[src/rtl/tis_pkg.sv]
package tis_pkg;
    localparam int NIB_W = 4;
    localparam int N_SHR = 3;

    typedef logic [NIB_W-1:0] nib_t;
    typedef logic [N_SHR-1:0][NIB_W-1:0] shares_t;

    typedef enum logic [2:0] {
        ST_IDLE,
        ST_P1_A,
        ST_P1_B,
        ST_P1_C,
        ST_P2_A,
        ST_P2_B,
        ST_P2_C
    } phase_e;

    typedef enum logic [1:0] {
        AFF_IN,
        AFF_MID,
        AFF_OUT
    } aff_e;

    // Linear part applied before each pass.
    function automatic nib_t lin_pre(input nib_t v);
        return {v[3] ^ v[2], v[2] ^ v[1], v[1], v[2] ^ v[0]};
    endfunction

    // Inverse of lin_pre.
    function automatic nib_t lin_pre_inv(input nib_t v);
        return {v[3] ^ v[2] ^ v[1], v[2] ^ v[1], v[1], v[2] ^ v[1] ^ v[0]};
    endfunction

    // Linear part applied after the second pass.
    function automatic nib_t lin_post(input nib_t v);
        return {v[3] ^ v[1], v[2], v[3], v[3] ^ v[1] ^ v[0]};
    endfunction
endpackage

[src/rtl/tis_share_fn.sv]
// Non-complete share of the quadratic map: result from shares j and k only.
module tis_share_fn
    import tis_pkg::*;
(
    input  nib_t pj_i,
    input  nib_t pk_i,
    output nib_t q_o
);
    logic xj, yj, zj, wj, xk, yk, zk, wk;

    always_comb begin
        {xj, yj, zj, wj} = pj_i;
        {xk, yk, zk, wk} = pk_i;
        q_o[3] = xj ^ (yj & zj) ^ (yj & zk) ^ (yk & zj)
                    ^ (yj & wj) ^ (yj & wk) ^ (yk & wj);
        q_o[2] = wj ^ (xj & yj) ^ (xj & yk) ^ (xk & yj);
        q_o[1] = yj;
        q_o[0] = zj ^ (yj & wj) ^ (yj & wk) ^ (yk & wj);
    end
endmodule

[src/rtl/tis_affine.sv]
// Affine map over all shares; the constant lands on share 0 only.
module tis_affine
    import tis_pkg::*;
#(
    parameter aff_e KIND  = AFF_IN,
    parameter nib_t CONST = 4'h0
) (
    input  shares_t sh_i,
    output shares_t sh_o
);
    for (genvar i = 0; i < N_SHR; i++) begin : g_sh
        localparam nib_t K = (i == 0) ? CONST : '0;
        if (KIND == AFF_IN) begin : g_in
            assign sh_o[i] = lin_pre(sh_i[i]) ^ K;
        end else if (KIND == AFF_MID) begin : g_mid
            assign sh_o[i] = lin_pre_inv(sh_i[i] ^ K);
        end else begin : g_out
            assign sh_o[i] = lin_post(sh_i[i] ^ K);
        end
    end
endmodule

[src/rtl/tis_ctrl.sv]
module tis_ctrl
    import tis_pkg::*;
(
    input  logic       clk,
    input  logic       rst_n,
    input  logic       start_i,
    output logic [1:0] pick_o,
    output logic       load_in_o,
    output logic       load_mid_o,
    output logic       cap_o,
    output logic       wr_out_o
);
    phase_e state_q, state_d;

    always_comb begin
        state_d = state_q;
        unique case (state_q)
            ST_IDLE: if (start_i) state_d = ST_P1_A;
            ST_P1_A: state_d = ST_P1_B;
            ST_P1_B: state_d = ST_P1_C;
            ST_P1_C: state_d = ST_P2_A;
            ST_P2_A: state_d = ST_P2_B;
            ST_P2_B: state_d = ST_P2_C;
            ST_P2_C: state_d = ST_IDLE;
            default: state_d = ST_IDLE;
        endcase
    end

    always_ff @(posedge clk or negedge rst_n) begin
        if (!rst_n) state_q <= ST_IDLE;
        else        state_q <= state_d;
    end

    always_comb begin
        pick_o     = 2'd0;
        load_in_o  = 1'b0;
        load_mid_o = 1'b0;
        cap_o      = 1'b0;
        wr_out_o   = 1'b0;
        unique case (state_q)
            ST_IDLE: load_in_o = start_i;
            ST_P1_A: begin pick_o = 2'd0; cap_o = 1'b1; end
            ST_P1_B: begin pick_o = 2'd1; cap_o = 1'b1; end
            ST_P1_C: begin pick_o = 2'd2; load_mid_o = 1'b1; end
            ST_P2_A: begin pick_o = 2'd0; cap_o = 1'b1; end
            ST_P2_B: begin pick_o = 2'd1; cap_o = 1'b1; end
            ST_P2_C: begin pick_o = 2'd2; wr_out_o = 1'b1; end
            default: ;
        endcase
    end

    a_r2_accept: assert property (@(posedge clk) disable iff (!rst_n)
        (state_q == ST_IDLE && start_i) |=> (state_q == ST_P1_A));
    a_r6_busy_ignored: assert property (@(posedge clk) disable iff (!rst_n)
        (state_q != ST_IDLE) |=> (state_q != ST_P1_A));
    a_r7_p1_order: assert property (@(posedge clk) disable iff (!rst_n)
        (state_q == ST_P1_B) |=> (state_q == ST_P1_C));
    a_r7_pass_link: assert property (@(posedge clk) disable iff (!rst_n)
        (state_q == ST_P1_C) |=> (state_q == ST_P2_A));
    a_r7_finish: assert property (@(posedge clk) disable iff (!rst_n)
        (state_q == ST_P2_C) |=> (state_q == ST_IDLE));
endmodule

[src/rtl/tis_sbox_unit.sv]
module tis_sbox_unit
    import tis_pkg::*;
#(
    parameter logic [3:0] IN_CONST  = 4'h1,
    parameter logic [3:0] OUT_CONST = 4'h5
) (
    input  logic       clk,
    input  logic       rst_n,
    input  logic       start_i,
    input  logic [3:0] sh_a_i,
    input  logic [3:0] sh_b_i,
    input  logic [3:0] sh_c_i,
    output logic [3:0] res_a_o,
    output logic [3:0] res_b_o,
    output logic [3:0] res_c_o,
    output logic       done_o
);
    logic [1:0] pick;
    logic       load_in, load_mid, cap, wr_out;

    shares_t op_q, op_src, op_d;
    shares_t mid_sh, out_sh, pass_sh;
    shares_t res_q;
    nib_t    hold_a_q, hold_b_q;
    nib_t    opj, opk, fq;
    logic    done_q;

    tis_ctrl u_ctrl (
        .clk       (clk),
        .rst_n     (rst_n),
        .start_i   (start_i),
        .pick_o    (pick),
        .load_in_o (load_in),
        .load_mid_o(load_mid),
        .cap_o     (cap),
        .wr_out_o  (wr_out)
    );

    // Shares of the finished pass: oldest in hold_b, newest from the circuit.
    assign pass_sh = {fq, hold_a_q, hold_b_q};

    tis_affine #(.KIND(AFF_MID), .CONST(IN_CONST)) u_mid (
        .sh_i(pass_sh), .sh_o(mid_sh));
    tis_affine #(.KIND(AFF_OUT), .CONST(OUT_CONST)) u_out (
        .sh_i(pass_sh), .sh_o(out_sh));

    assign op_src = load_in ? {sh_c_i, sh_b_i, sh_a_i} : mid_sh;

    tis_affine #(.KIND(AFF_IN), .CONST(IN_CONST)) u_in (
        .sh_i(op_src), .sh_o(op_d));

    // Rotation: result share i is fed the two other operand shares.
    always_comb begin
        unique case (pick)
            2'd0:    begin opj = op_q[1]; opk = op_q[2]; end
            2'd1:    begin opj = op_q[2]; opk = op_q[0]; end
            default: begin opj = op_q[0]; opk = op_q[1]; end
        endcase
    end

    tis_share_fn u_fn (.pj_i(opj), .pk_i(opk), .q_o(fq));

    always_ff @(posedge clk or negedge rst_n) begin
        if (!rst_n) begin
            op_q     <= '0;
            hold_a_q <= '0;
            hold_b_q <= '0;
            res_q    <= '0;
            done_q   <= 1'b0;
        end else begin
            if (load_in || load_mid) op_q <= op_d;
            if (cap) begin
                hold_b_q <= hold_a_q;
                hold_a_q <= fq;
            end
            if (wr_out) res_q <= out_sh;
            done_q <= wr_out;
        end
    end

    assign res_a_o = res_q[0];
    assign res_b_o = res_q[1];
    assign res_c_o = res_q[2];
    assign done_o  = done_q;

    a_r3_single_pulse: assert property (@(posedge clk) disable iff (!rst_n)
        done_o |=> !done_o);
    a_r5_hold: assert property (@(posedge clk) disable iff (!rst_n)
        !done_o |-> $stable({res_a_o, res_b_o, res_c_o}));
    a_r1_reset_idle: assert property (@(posedge clk)
        !rst_n |-> (!done_o && res_a_o == 4'h0 && res_b_o == 4'h0 && res_c_o == 4'h0));
endmodule

[config.mk]
export PLATFORM = sky130hd
export DESIGN_NAME = tis_sbox_unit
export DESIGN_NICKNAME = d
export VERILOG_FILES = /design/src/rtl/tis_pkg.sv /design/src/rtl/tis_share_fn.sv /design/src/rtl/tis_affine.sv /design/src/rtl/tis_ctrl.sv /design/src/rtl/tis_sbox_unit.sv
export SDC_FILE = /design/constraint.sdc
export NUM_CORES = 1
export LEC_CHECK = 0
export BUFFER_PORTS_ARGS = -buffer_cell sky130_fd_sc_hd__buf_2
export CAP_MARGIN = 30
export CELL_PAD_IN_SITES_DETAIL_PLACEMENT = 1
export CELL_PAD_IN_SITES_GLOBAL_PLACEMENT = 2
export CORE_UTILIZATION = 37
export CTS_BUF_LIST = sky130_fd_sc_hd__clkbuf_4 sky130_fd_sc_hd__clkbuf_8
export CTS_CLUSTER_SIZE = 40
export DETAILED_ROUTE_END_ITERATION = 16
export GPL_TIMING_DRIVEN = 0
export PLACE_DENSITY_LB_ADDON = 0.1
export SYNTH_ARGS = -nofsm -noshare
export SYNTH_HDL_FRONTEND = slang
export SYNTH_HIERARCHICAL = 1
export SYNTH_SLANG_ARGS = --single-unit
export TNS_END_PERCENT = 100
[constraint.sdc]
create_clock -name clk -period 4 [get_ports clk]
set_input_delay 0.4 -clock clk [delete_from_list [all_inputs] [get_ports clk]]
set_output_delay 0.4 -clock clk [all_outputs]
set_load 0.05 [all_outputs]
* Word level (Yosys, flattened, before mapping)
Cells that the tools add are included. W data, S select, Z words.
Word-level totals: output and inout bits 13, register bits 36, logic and storage cells 85, input bits 15
Operators by class: multiplexer cells 10, reductions and logical operators 6, equal/unequal tests 8, bitwise operators 51
Operator list (number):
- $xor A1 B1 Y1 | 39
- $pmux W3 S6 | 1
- $pmux W4 S2 | 2
- $mux W12 | 1
- $and A1 B1 Y1 | 9
- $eq A3 B3 Y1 const B | 3
- $eq A3 B2 Y1 const B | 2
- $mux W1 | 4
- $pmux W2 S2 | 1
- $reduce_or A2 Y1 | 2
- $reduce_or A4 Y1 | 1
- $eq A3 B1 Y1 const B | 1
- $logic_not A3 Y1 | 1
- $mux W3 | 1
- $eq A2 B1 Y1 const B | 1
- $logic_not A2 Y1 | 1
- $ne A2 B2 Y1 const B | 1
- $not A1 Y1 | 2
- $not A2 Y2 | 1
- $logic_or A1 B1 Y1 | 1

* Depth between registers and ports, before layout
Gate-level depths: netlist (run 1).
depth in word-level cells 17, depth in mapped cells 14, mapped depth without buffers 12

* Cells and area by module
Netlist (run 1), hierarchy kept.
Modules (own cells, without submodules):
- tis_sbox_unit | seq. area each 825.8 µm², times used 1, area an instance 1552.7 µm², cells an instance 108
- tis_ctrl | seq. area each 75.1 µm², times used 1, area an instance 216.5 µm², cells an instance 21
- tis_share_fn | seq. area each 0.0 µm², times used 1, area an instance 195.2 µm², cells an instance 26
- tis_affine (u_mid) | seq. area each 0.0 µm², times used 1, area an instance 190.2 µm², cells an instance 12
- tis_affine (u_out) | seq. area each 0.0 µm², times used 1, area an instance 137.6 µm², cells an instance 12
- tis_affine (u_in) | seq. area each 0.0 µm², times used 1, area an instance 101.3 µm², cells an instance 12

* Least setup slack after synthesis (run 1)
Ideal clock, no wire load.
path type reg2reg, from register u_ctrl.state_q[0], to register op_q[11] (netlist bit), slack 0.300 ns, buffers on the path 2, library setup time 0.125 ns, data required time 3.875 ns, arrival time 3.575 ns, clock period less this slack 3.700 ns, cell stages (with the launch flop) 15, cell sequence dfrtp_1 buf_6 nor2b_1 a22o_1 buf_2 mux2i_1 o21ai_0 mux2_4 a211oi_2 a31o_1 o32a_1 xor3_1 mux2_2 xor2_1 mux2_4
RTL lines:
- from (decl) | RTL line tis_ctrl.sv:13 | phase_e state_q, state_d;
- from (signal assigned) | RTL line tis_ctrl.sv:31 | else state_q <= state_d;
- to (signal assigned) | RTL line tis_sbox_unit.sv:71 | if (load_in || load_mid) op_q <= op_d;
- to (decl) | RTL line tis_sbox_unit.sv:21 | shares_t op_q, op_src, op_d;

==> results of run 1 <==
layer usage:
layer,up-vias,routed length (µm),track usage
met5,-,0,0
met1,748,2430,0.222
met4,0,48,0.0456
li1,730,-,-
met2,24,2430,0.272
met3,5,139,0.0352
Yosys cell counts, types with 2 or more instances:
cell,instances
nand2_1,12
xor2_1,15
mux2_2,34
mux2_4,11
xnor2_1,4
xor3_1,7
mux2i_1,9
buf_2,3
dfrtp_1,36
buf_4,14
inv_1,2
o21ai_0,9
nor2_1,4
buf_6,3
nor2b_1,2
xnor3_1,2
repair_timing:
item	in CTS	in global routing
endpoints found under the setup margin	2	2
hold buffers	0	0
pin swaps	0	0
resized for setup	3	8
critical path, cell delays in order (launching register included):
cell and delay, ns:
dfrtp_1 0.36, buf_6 0.13, nor2b_1 0.19, a22o_1 0.17, buf_2 0.26, mux2i_1 0.13, o21ai_2 0.31, mux2_4 0.35
a211oi_2 0.31, a31o_1 0.15, o32a_2 0.25, xor3_1 0.33, mux2_2 0.28, xor2_1 0.14, mux2_4 0.26
per-stage QoR:
| stage | instances | utilization |
|---|---|---|
| floorplan | 191 | - |
| global placement | 293 | 0.430 |
| detailed placement | 293 | 0.430 |
| CTS | 301 | 0.447 |
| global route | 301 | 0.449 |
| finish | 301 | 0.449 |
cells by family (layout without fill, tap and decap cells):
kind of cell	Yosys count	in the layout	synth area share
and+or+nand+nor	30	30	0.0742
DFF	36	36	0.376
xor gates and xnor gates	28	28	0.158
AOI/OAI and AO/OA	20	20	0.0559
buffers and inverters	23	58	0.0690
muxes	54	54	0.267
sequential cells by signal, indices dropped and copies added (netlist names):
register and flops:
op_q 12, hold_a_q 4, hold_b_q 4, res_a_o 4, res_b_o 4, res_c_o 4
u_ctrl/state_q 3, done_o 1
worst paths after layout:
check	slack [ns]	start	cells past startpoint	end
min in group clk	0.45	start_i	3	u_ctrl/state_q[0]$_DFFE_PN0P_
setup / recovery	0.26	u_ctrl/state_q[0]$_DFFE_PN0P_	14	op_q[11]$_DFFE_PN0P_
hold reg to reg	0.51	res_b_o[3]$_DFFE_PN0P_	1	res_b_o[3]$_DFFE_PN0P_
max in group asynchronous	3.28	rst_n	1	res_a_o[3]$_DFFE_PN0P_
setup reg to reg	0.26	u_ctrl/state_q[0]$_DFFE_PN0P_	14	op_q[11]$_DFFE_PN0P_
hold / removal	0.20	rst_n	1	op_q[1]$_DFFE_PN0P_
final cells by class:
class	count	area (µm²)	area share
repair buffers	27	135	0.0494
inverters	2	7.51	0.00274
clock buffers	6	82.6	0.0302
clock inverters	2	13.8	0.00503
flip-flops and latches	36	901	0.329
multi-input cells	132	1340	0.491
plain buffers	21	159	0.0581
well taps	75	93.8	0.0343
==> reports/metrics.cfg, run 1 <==
[status]
status = finished clean

[grt]
grt_pass1_vias = 1593
grt_overflow = 0
antenna_found_initial = 0
grt_pass1_wl_mm = 8.20
grt_use_total = 0.166
grt_max_degree = 37

[logic_synthesis]
synth_area_leaders = dfrtp_1, mux2_2, xor3_1
syn_area_um2 = 2390
synthDistinctLibCells = 40
synth_seq_area_share = 0.376
async_flop_share = 1.00
ys_warn_count = 6
synth_seq_cells = 36
syn_nets = 206
synthCells = 191
syn_avg_cell_area_um2 = 12.5
synth_ff_type = dfrtp_1
yosys.area.top_type = dfrtp_1
synth_edf_count = 0
yosys.area.top_type_share = 0.376

[final_layout]
final_cell_mix = dfrtp_1, mux2_2, buf_2, xor2_1, buf_4
final_area_um2 = 2740
nets = 240
final_common_cell = dfrtp_1
area_growth_pct = 14.3
diodes = 0
drive_gt1_frac = 0.496
num-fill-cells = 672

[die]
die_h_um = 82.4
die-area_um2 = 6790
initial_core_util = 0.393
core-area_um2 = 6100
io_pins = 28
chipWidth_um = 82.4
row_count = 28

[place]
pre_cts_ws_ns = -0.302
io_buffers = 27
gp_congestion = 0.768
hpwl_mm = 3.81
placed_area_um2 = 2620

[timing]
hold_viol_final = 0
worst_pin_slew_ns = 0.825
timing.setup.tns_ns = 0
rsz0062_at_grt = false
fmax_mhz = 267
finalClockSkew_ns = 0.00652
min_period_over_period = 0.935
finalMaxSlewViolations = 0
finalWorstSetupSlack_ns = 0.259
relSlewSlack = 0.450
fin_crit_ns = 3.74
hold_slack_ns = 0.201
setup_viol = 0

[worst_hold_path]
min_path_type = in -> async

[cts]
cts_num_sinks = 36
path_clk_slew_ns = 0.08
cts_htree_levels = 2
numCtsBuffers = 5
cts.path.max_buffers = 2
cts_tree = built
post_cts_buffers = 0
cts-root-buf = clkbuf_8
clock_latency_ns = 0.29

[setup_path]
crit_arrival_ns = 3.91
cp.required_ns = 4.17
crit_type = reg -> reg
start_kind = register
worst-path-max-fanout = 9
crit_path_end_kind = register

[flow_run]
maxCapViolCount = 0

[drt]
drc = 0
num_vias = 1507
drtPass1Iterations = 4
first_iter_violations = 71
ant_nets = 0
wl_per_cell_um = 16.8
drt_wl_total_mm = 5.05
via_per_inst = 5.01

Power of run 1 is not shown: default switching activity piles up to over one toggle a cycle in this logic, so the estimate is an artifact.
==> run 2: changes to the inputs <==
Settings changed: CORE_MARGIN from default to 3, CORE_UTILIZATION 37 to 41.
Clock period 4 ns to 4.1 ns, I/O delays scaled along.
==> run 2 against run 1 <==
  * Die area barely moved
  * Sequential share of layout area rose by 0.12 points
  * Setup slack improved by 0.030 ns
  * Largest cell class unchanged
==> reports/metrics.cfg, run 2 (same netlist as run 1, synthesis figures left out) <==
[status]
status = finished clean  ; unchanged

[setup_path]
cp.required_ns = 4.27  ; was 4.17 ns
r2r-start = u_ctrl/state_q[0]$_DFFE_PN0P_  ; unchanged
crit_end = op_q[11]$_DFFE_PN0P_  ; unchanged
crit_path_end_kind = register  ; unchanged
worst-path-max-fanout = 8  ; was 9
critPathLaunch = u_ctrl/state_q[0]$_DFFE_PN0P_  ; unchanged
r2r_slack_ns = 0.29  ; was 0.26 ns
start_kind = register  ; unchanged
r2r_cells = 14  ; unchanged
r2r-end = op_q[11]$_DFFE_PN0P_  ; unchanged
crit_arrival_ns = 3.98  ; was 3.91 ns
crit_type = reg -> reg  ; unchanged

[cts]
cts_htree_levels = 2  ; unchanged
numCtsBuffers = 5  ; unchanged
cts_tree = built  ; unchanged
clock_latency_ns = 0.28  ; was 0.29 ns
cts_num_sinks = 36  ; unchanged
cts.path.max_buffers = 2  ; unchanged
path_clk_slew_ns = 0.08  ; about the same
cts-root-buf = clkbuf_8  ; unchanged
post_cts_buffers = 0  ; unchanged
postCtsHoldBufs = 0  ; unchanged

[final_layout]
diodes = 0  ; unchanged
area_growth_pct = 13.9  ; was 14.3%
final_common_cell = dfrtp_1  ; unchanged
final_cell_mix = dfrtp_1, mux2_2, buf_2, xor2_1, buf_4  ; unchanged
regMostFlops = op_q  ; unchanged
nets = 240  ; unchanged
drive_gt1_frac = 0.491  ; was 0.496
largest_reg_flops = 12  ; unchanged

[timing]
relSlewSlack = 0.435  ; was 0.450
fmax_mhz = 262  ; was 267 MHz
rsz0062_at_grt = false  ; unchanged
finalMaxSlewViolations = 0  ; unchanged
fin_crit_ns = 3.81  ; was 3.74 ns
setup_viol = 0  ; unchanged
timing.setup.tns_ns = 0  ; unchanged
worst_pin_slew_ns = 0.848  ; was 0.825 ns
finalClockSkew_ns = 0.00549  ; was 0.00652 ns
min_period_over_period = 0.930  ; was 0.935
hold_viol_final = 0  ; unchanged

[die]
chipWidth_um = 82.4  ; about the same
die-area_um2 = 6790  ; about the same
die_h_um = 82.4  ; about the same
row_count = 27  ; was 28
core-area_um2 = 5570  ; was 6100 µm²
io_pins = 28  ; unchanged
initial_core_util = 0.429  ; was 0.393

[drt]
via_per_inst = 5.04  ; was 5.01
drtPass1Iterations = 3  ; was 4
first_iter_violations = 28  ; was 71
wl_per_cell_um = 16.8  ; about the same
drc = 0  ; unchanged
drt_wl_total_mm = 5.02  ; was 5.05 mm
num_vias = 1502  ; was 1,507
ant_nets = 0  ; unchanged

[place]
io_buffers = 27  ; unchanged
gp_congestion = 0.738  ; was 0.768
hpwl_mm = 3.80  ; was 3.81 mm

[worst_hold_path]
min_path_type = in -> async  ; unchanged

[grt]
grt_pass1_vias = 1615  ; was 1,593
grt_use_total = 0.165  ; was 0.166
antenna_found_initial = 0  ; unchanged
grt_max_degree = 37  ; unchanged
grt_pass1_wl_mm = 8.30  ; was 8.20 mm
grt_overflow = 0  ; unchanged

[flow_run]
maxCapViolCount = 0  ; unchanged

[run 2: cell count changes in the layout (fill, tap and decap cells not counted), sizes merged]
cell      before  now
clkbuf         7    8
clkinv         1    0
clkinvlp       0    1
inv            3    2
[run 2: worst min path at each step]
stage / startpoint / endpoint / slack (ns) / depth (start not counted)
after floorplan: rst_n / done_o$_DFF_PN0_ / 0.11 / 0
after global placement: res_b_o[1]$_DFFE_PN0P_ / res_b_o[1]$_DFFE_PN0P_ / 0.48 / 1
after detailed placement: res_a_o[1]$_DFFE_PN0P_ / res_a_o[1]$_DFFE_PN0P_ / 0.49 / 1
after CTS: rst_n / res_c_o[0]$_DFFE_PN0P_ / 0.26 / 1
after global routing: rst_n / res_c_o[0]$_DFFE_PN0P_ / 0.28 / 1
final: rst_n / res_c_o[0]$_DFFE_PN0P_ / 0.22 / 1
[run 2: layout make-up]
cell class	instances	area, µm²
Multi-Input combinational cell	132	1340
Clock inverter	1	7.51
Tap cell	72	90.1
Sequential cell	36	901
Buffer	21	159
Fill cell	618	2850
Timing Repair Buffer	27	135
Inverter	2	7.51
Clock buffer	7	90.1
[run 2: critical path, stage by stage, from the launching register on]
cell	delay (ns)
dfrtp_1	0.34
buf_6	0.13
nor2b_1	0.19
a22o_1	0.19
buf_2	0.26
mux2i_1	0.12
o21ai_1	0.30
nor3b_2	0.23
o21ai_1	0.14
and3_1	0.24
o32a_2	0.47
xor3_1	0.39
mux2_2	0.28
xor2_1	0.14
mux2_4	0.27
[run 2: what timing repair did]
| item | CTS | global route |
|---|---|---|
| gates resized for setup | 3 | 6 |
| endpoints found under the setup margin | 2 | 2 |
| pin swaps | 0 | 0 |
[run 2: metal layers]
metal	wire length, µm	share of wire	track usage
met1	2310	0.46	0.213
met2	2570	0.51	0.280
met3	113	0.023	0.0347
met4	25	0.0050	0.0449
met5	0	0	0
[run 2: stage by stage]
step | hold slack (ns) | util | setup slack [ns] | instance area, µm² | std cells
after floorplan | 0.114 | - | 0.400 | 2390 | 191
after CTS | 0.256 | 0.488 | 0.0408 | 2720 | 298
final | 0.222 | 0.489 | 0.289 | 2730 | 298
after global placement | 0.484 | 0.470 | -0.0279 | 2620 | 290
after detailed placement | 0.490 | 0.470 | -0.214 | 2620 | 290
after global routing | 0.277 | 0.489 | 0.0270 | 2730 | 298
Power of run 2 is left out for the same reason.
==> run 3: changes to the inputs <==
Settings changed: ABC_AREA from default to 1, CORE_UTILIZATION 41 to 34, SLEW_MARGIN from default to 20, SYNTH_HIERARCHICAL 1 to default.
==> run 3 against run 2 <==
  * Core utilization is 7.5 points lower
  * Flip-flop and latch count did not move
  * Synthesized cell count rose by 76%
  * Non-clock buffer count down 14
  * Final area shrank 0.23%
  * Clock skew increased by 0.0032 ns
  * Routed wire length grew 26%
==> reports/metrics.cfg, run 3 <==
[logic_synthesis]
synth_edf_count = 0  ; unchanged
synthDistinctLibCells = 34  ; was 40
yosysMostFrequentCell = nand2_1  ; was dfrtp_1
yosys.area.top_type = dfrtp_1  ; unchanged
syn_nets = 352  ; was 206
syn_avg_cell_area_um2 = 7.07  ; was 12.5 µm²
synthCells = 337  ; was 191
yosys.area.top_type_share = 0.378  ; was 0.376
ys_warn_count = 0  ; was 6
synth_area_leaders = dfrtp_1, nand2_1, inv_1  ; was dfrtp_1, mux2_2, xor3_1
synth_ff_type = dfrtp_1  ; unchanged
synth_seq_area_share = 0.378  ; was 0.376
syn_area_um2 = 2380  ; was 2390 µm²
synth_seq_cells = 36  ; unchanged
synth_common_cells = nand2_1, inv_1, dfrtp_1, o21ai_0, nand3_1  ; was dfrtp_1, mux2_2, xor2_1, buf_4, nand2_1
async_flop_share = 1.00  ; unchanged

[drt]
first_iter_violations = 51  ; was 28
drtPass1Iterations = 4  ; was 3
wl_per_cell_um = 13.6  ; was 16.8 µm
drc = 0  ; unchanged
ant_nets = 0  ; unchanged
num_vias = 2194  ; was 1,502
via_per_inst = 4.72  ; was 5.04
drt_wl_total_mm = 6.34  ; was 5.02 mm

[setup_path]
cp_cell_sequence = buf_6, inv_4, nand3_2, nand2_4, buf_6, inv_2, nand3_2, nand3_4, nand2_1, xor2_1, nor2_1, nor2_2, inv_1, nand2_1, nand3_1, nand2_1, nand2_1, nand3_1, nand2_1  ; was buf_6, nor2b_1, a22o_1, buf_2, mux2i_1, o21ai_1, nor3b_2, o21ai_1, and3_1, o32a_2, xor3_1, mux2_2, xor2_1, mux2_4
crit_arrival_ns = 2.69  ; was 3.98 ns
start_kind = register  ; unchanged
path_delay_family = simple AND/OR/NAND/NOR gates  ; was compound AO/OA/AOI/OAI gates
slowest_stage = dfrtp_1  ; was o32a_2
cp_slowest_stage_delay_ns = 0.38  ; was 0.47 ns
crit_type = reg -> reg  ; unchanged
path_buf_inv = 5  ; was 2
cpMostUsedCell = nand2_1  ; was o21ai_1
worst-path-max-fanout = 10  ; was 8
crit_path_end_kind = register  ; unchanged
cp.required_ns = 4.29  ; was 4.27 ns

[cts]
path_clk_slew_ns = 0.08  ; about the same
cts_htree_levels = 2  ; unchanged
cts-root-buf = clkbuf_8  ; unchanged
cts_num_sinks = 36  ; unchanged
numCtsBuffers = 5  ; unchanged
cts_tree = built  ; unchanged
cts.path.max_buffers = 2  ; unchanged
post_cts_buffers = 0  ; unchanged
clock_latency_ns = 0.30  ; was 0.28 ns
postCtsHoldBufs = 0  ; unchanged
post_cts_resized = 0  ; was 3

[grt]
grt_overflow = 0  ; unchanged
antenna_found_initial = 0  ; unchanged
grt_max_degree = 37  ; unchanged
grt_pass1_wl_mm = 10.9  ; was 8.30 mm
grt_pass1_vias = 2232  ; was 1,615
grt_use_total = 0.175  ; was 0.165

[final_layout]
fin_cells = 465  ; was 298
final_common_cell = nand2_1  ; was dfrtp_1
largest_reg_flops = 12  ; unchanged
nets = 386  ; was 240
ff_latch_area_um2 = 901  ; unchanged
final_cell_mix = nand2_1, inv_1, dfrtp_1, buf_2, o21ai_0  ; was dfrtp_1, mux2_2, buf_2, xor2_1, buf_4
utilization = 0.414  ; was 0.489
multi_input_area_um2 = 1260  ; was 1340 µm²
drive_gt1_frac = 0.207  ; was 0.491
num-fill-cells = 867  ; was 618
regMostFlops = op_q  ; unchanged
diodes = 0  ; unchanged
area_growth_pct = 14.2  ; was 13.9%

[timing]
min_period_over_period = 0.610  ; was 0.930
relSlewSlack = 0.444  ; was 0.435
fmax_mhz = 400  ; was 262 MHz
worst_pin_slew_ns = 0.834  ; was 0.848 ns
timing.setup.tns_ns = 0  ; unchanged
finalMaxSlewViolations = 0  ; unchanged
rsz0062_at_grt = false  ; unchanged
setup_viol = 0  ; unchanged
fin_crit_ns = 2.50  ; was 3.81 ns
finalClockSkew_ns = 0.00869  ; was 0.00549 ns
hold_viol_final = 0  ; unchanged

[die]
chipWidth_um = 89.7  ; was 82.4 µm
row_count = 29  ; was 27
die_h_um = 89.7  ; was 82.4 µm
io_pins = 28  ; unchanged
die-area_um2 = 8040  ; was 6790 µm²
initial_core_util = 0.363  ; was 0.429
core-area_um2 = 6570  ; was 5570 µm²

[place]
io_buffers = 27  ; unchanged
hpwl_mm = 5.11  ; was 3.80 mm
gp_congestion = 0.817  ; was 0.738
dp_cells = 457  ; was 290

[status]
status = finished clean  ; unchanged

[worst_hold_path]
min_path_type = in -> async  ; unchanged

[flow_run]
maxCapViolCount = 0  ; unchanged

[run 3: cell types whose count changed in the layout (fill, tap and decap cells not counted), sizes merged, moves of 3 or more]
cell    before  now
nand2       12  152
mux2        45    0
inv          2   44
nand3        1   30
o21ai       10   28
buf         47   31
mux2i        9    0
nor2         6   14
xor3         7    0
xor2        15   10
clkinv       0    4
o22ai        0    3
xnor2        4    1
[run 3: layout make-up]
| cell class | instances | share of cell area |
|---|---|---|
| Sequential cell | 36 | 0.331 |
| Timing Repair Buffer | 27 | 0.0497 |
| Inverter | 45 | 0.0630 |
| Multi-Input combinational cell | 249 | 0.464 |
| Buffer | 7 | 0.0170 |
| Tap cell | 93 | 0.0428 |
| Clock inverter | 3 | 0.00690 |
| Clock buffer | 5 | 0.0253 |
[run 3: per-layer routing]
| metal | wire (µm) | vias up | global-route usage |
|---|---|---|---|
| met3 | 165 | 7 | 0.0338 |
| met1 | 3110 | 1050 | 0.236 |
| met4 | 80 | 0 | 0.0433 |
| met5 | 0 | - | 0 |
| met2 | 2980 | 23 | 0.290 |
| li1 | - | 1114 | - |
[run 3: kinds of logic (layout without fill, tap and decap cells)]
kind of cell,count (synthesis),count (layout),share of synthesized area
simple gates,199,199,0.390
buf+inv,52,87,0.0914
flops,36,36,0.378
xor+xnor,11,11,0.0436
compound gates,39,39,0.0962
[run 3: path summary, 6_finish.rpt]
kind	start	endpoint	cells past startpoint	slack [ns]
min reg2reg	res_a_o[0]$_DFFE_PN0P_	res_a_o[0]$_DFFE_PN0P_	2	0.48
max reg2reg	u_ctrl.state_q[2]$_DFFE_PN0P_	op_q[8]$_DFFE_PN0P_	19	1.60
min	rst_n	res_c_o[3]$_DFFE_PN0P_	1	0.20
max	u_ctrl.state_q[2]$_DFFE_PN0P_	op_q[8]$_DFFE_PN0P_	19	1.60
min in group clk	start_i	u_ctrl.state_q[0]$_DFFE_PN0P_	3	0.38
max in group asynchronous	rst_n	res_b_o[2]$_DFFE_PN0P_	1	3.36
[run 3: stage by stage]
stage	worst slack, ns	hold WS [ns]	cell area [µm²]
finish	1.60	0.202	2720
global route	1.27	0.266	2720
CTS	1.55	0.230	2720
detailed placement	1.59	0.469	2630
global placement	1.62	0.460	2630
floorplan	2.01	0.114	2380
[run 3: worst register-to-register path, stage by stage (launching register included)]
cell and delay (ns):
dfrtp_1 0.38, buf_6 0.14, inv_4 0.09, nand3_2 0.10
nand2_4 0.13, buf_6 0.16, inv_2 0.04, nand3_2 0.07
nand3_4 0.12, nand2_1 0.13, xor2_1 0.19, nor2_1 0.07
nor2_2 0.22, inv_1 0.09, nand2_1 0.08, nand3_1 0.10
nand2_1 0.09, nand2_1 0.05, nand3_1 0.08, nand2_1 0.05
Power of run 3 is left out for the same reason.
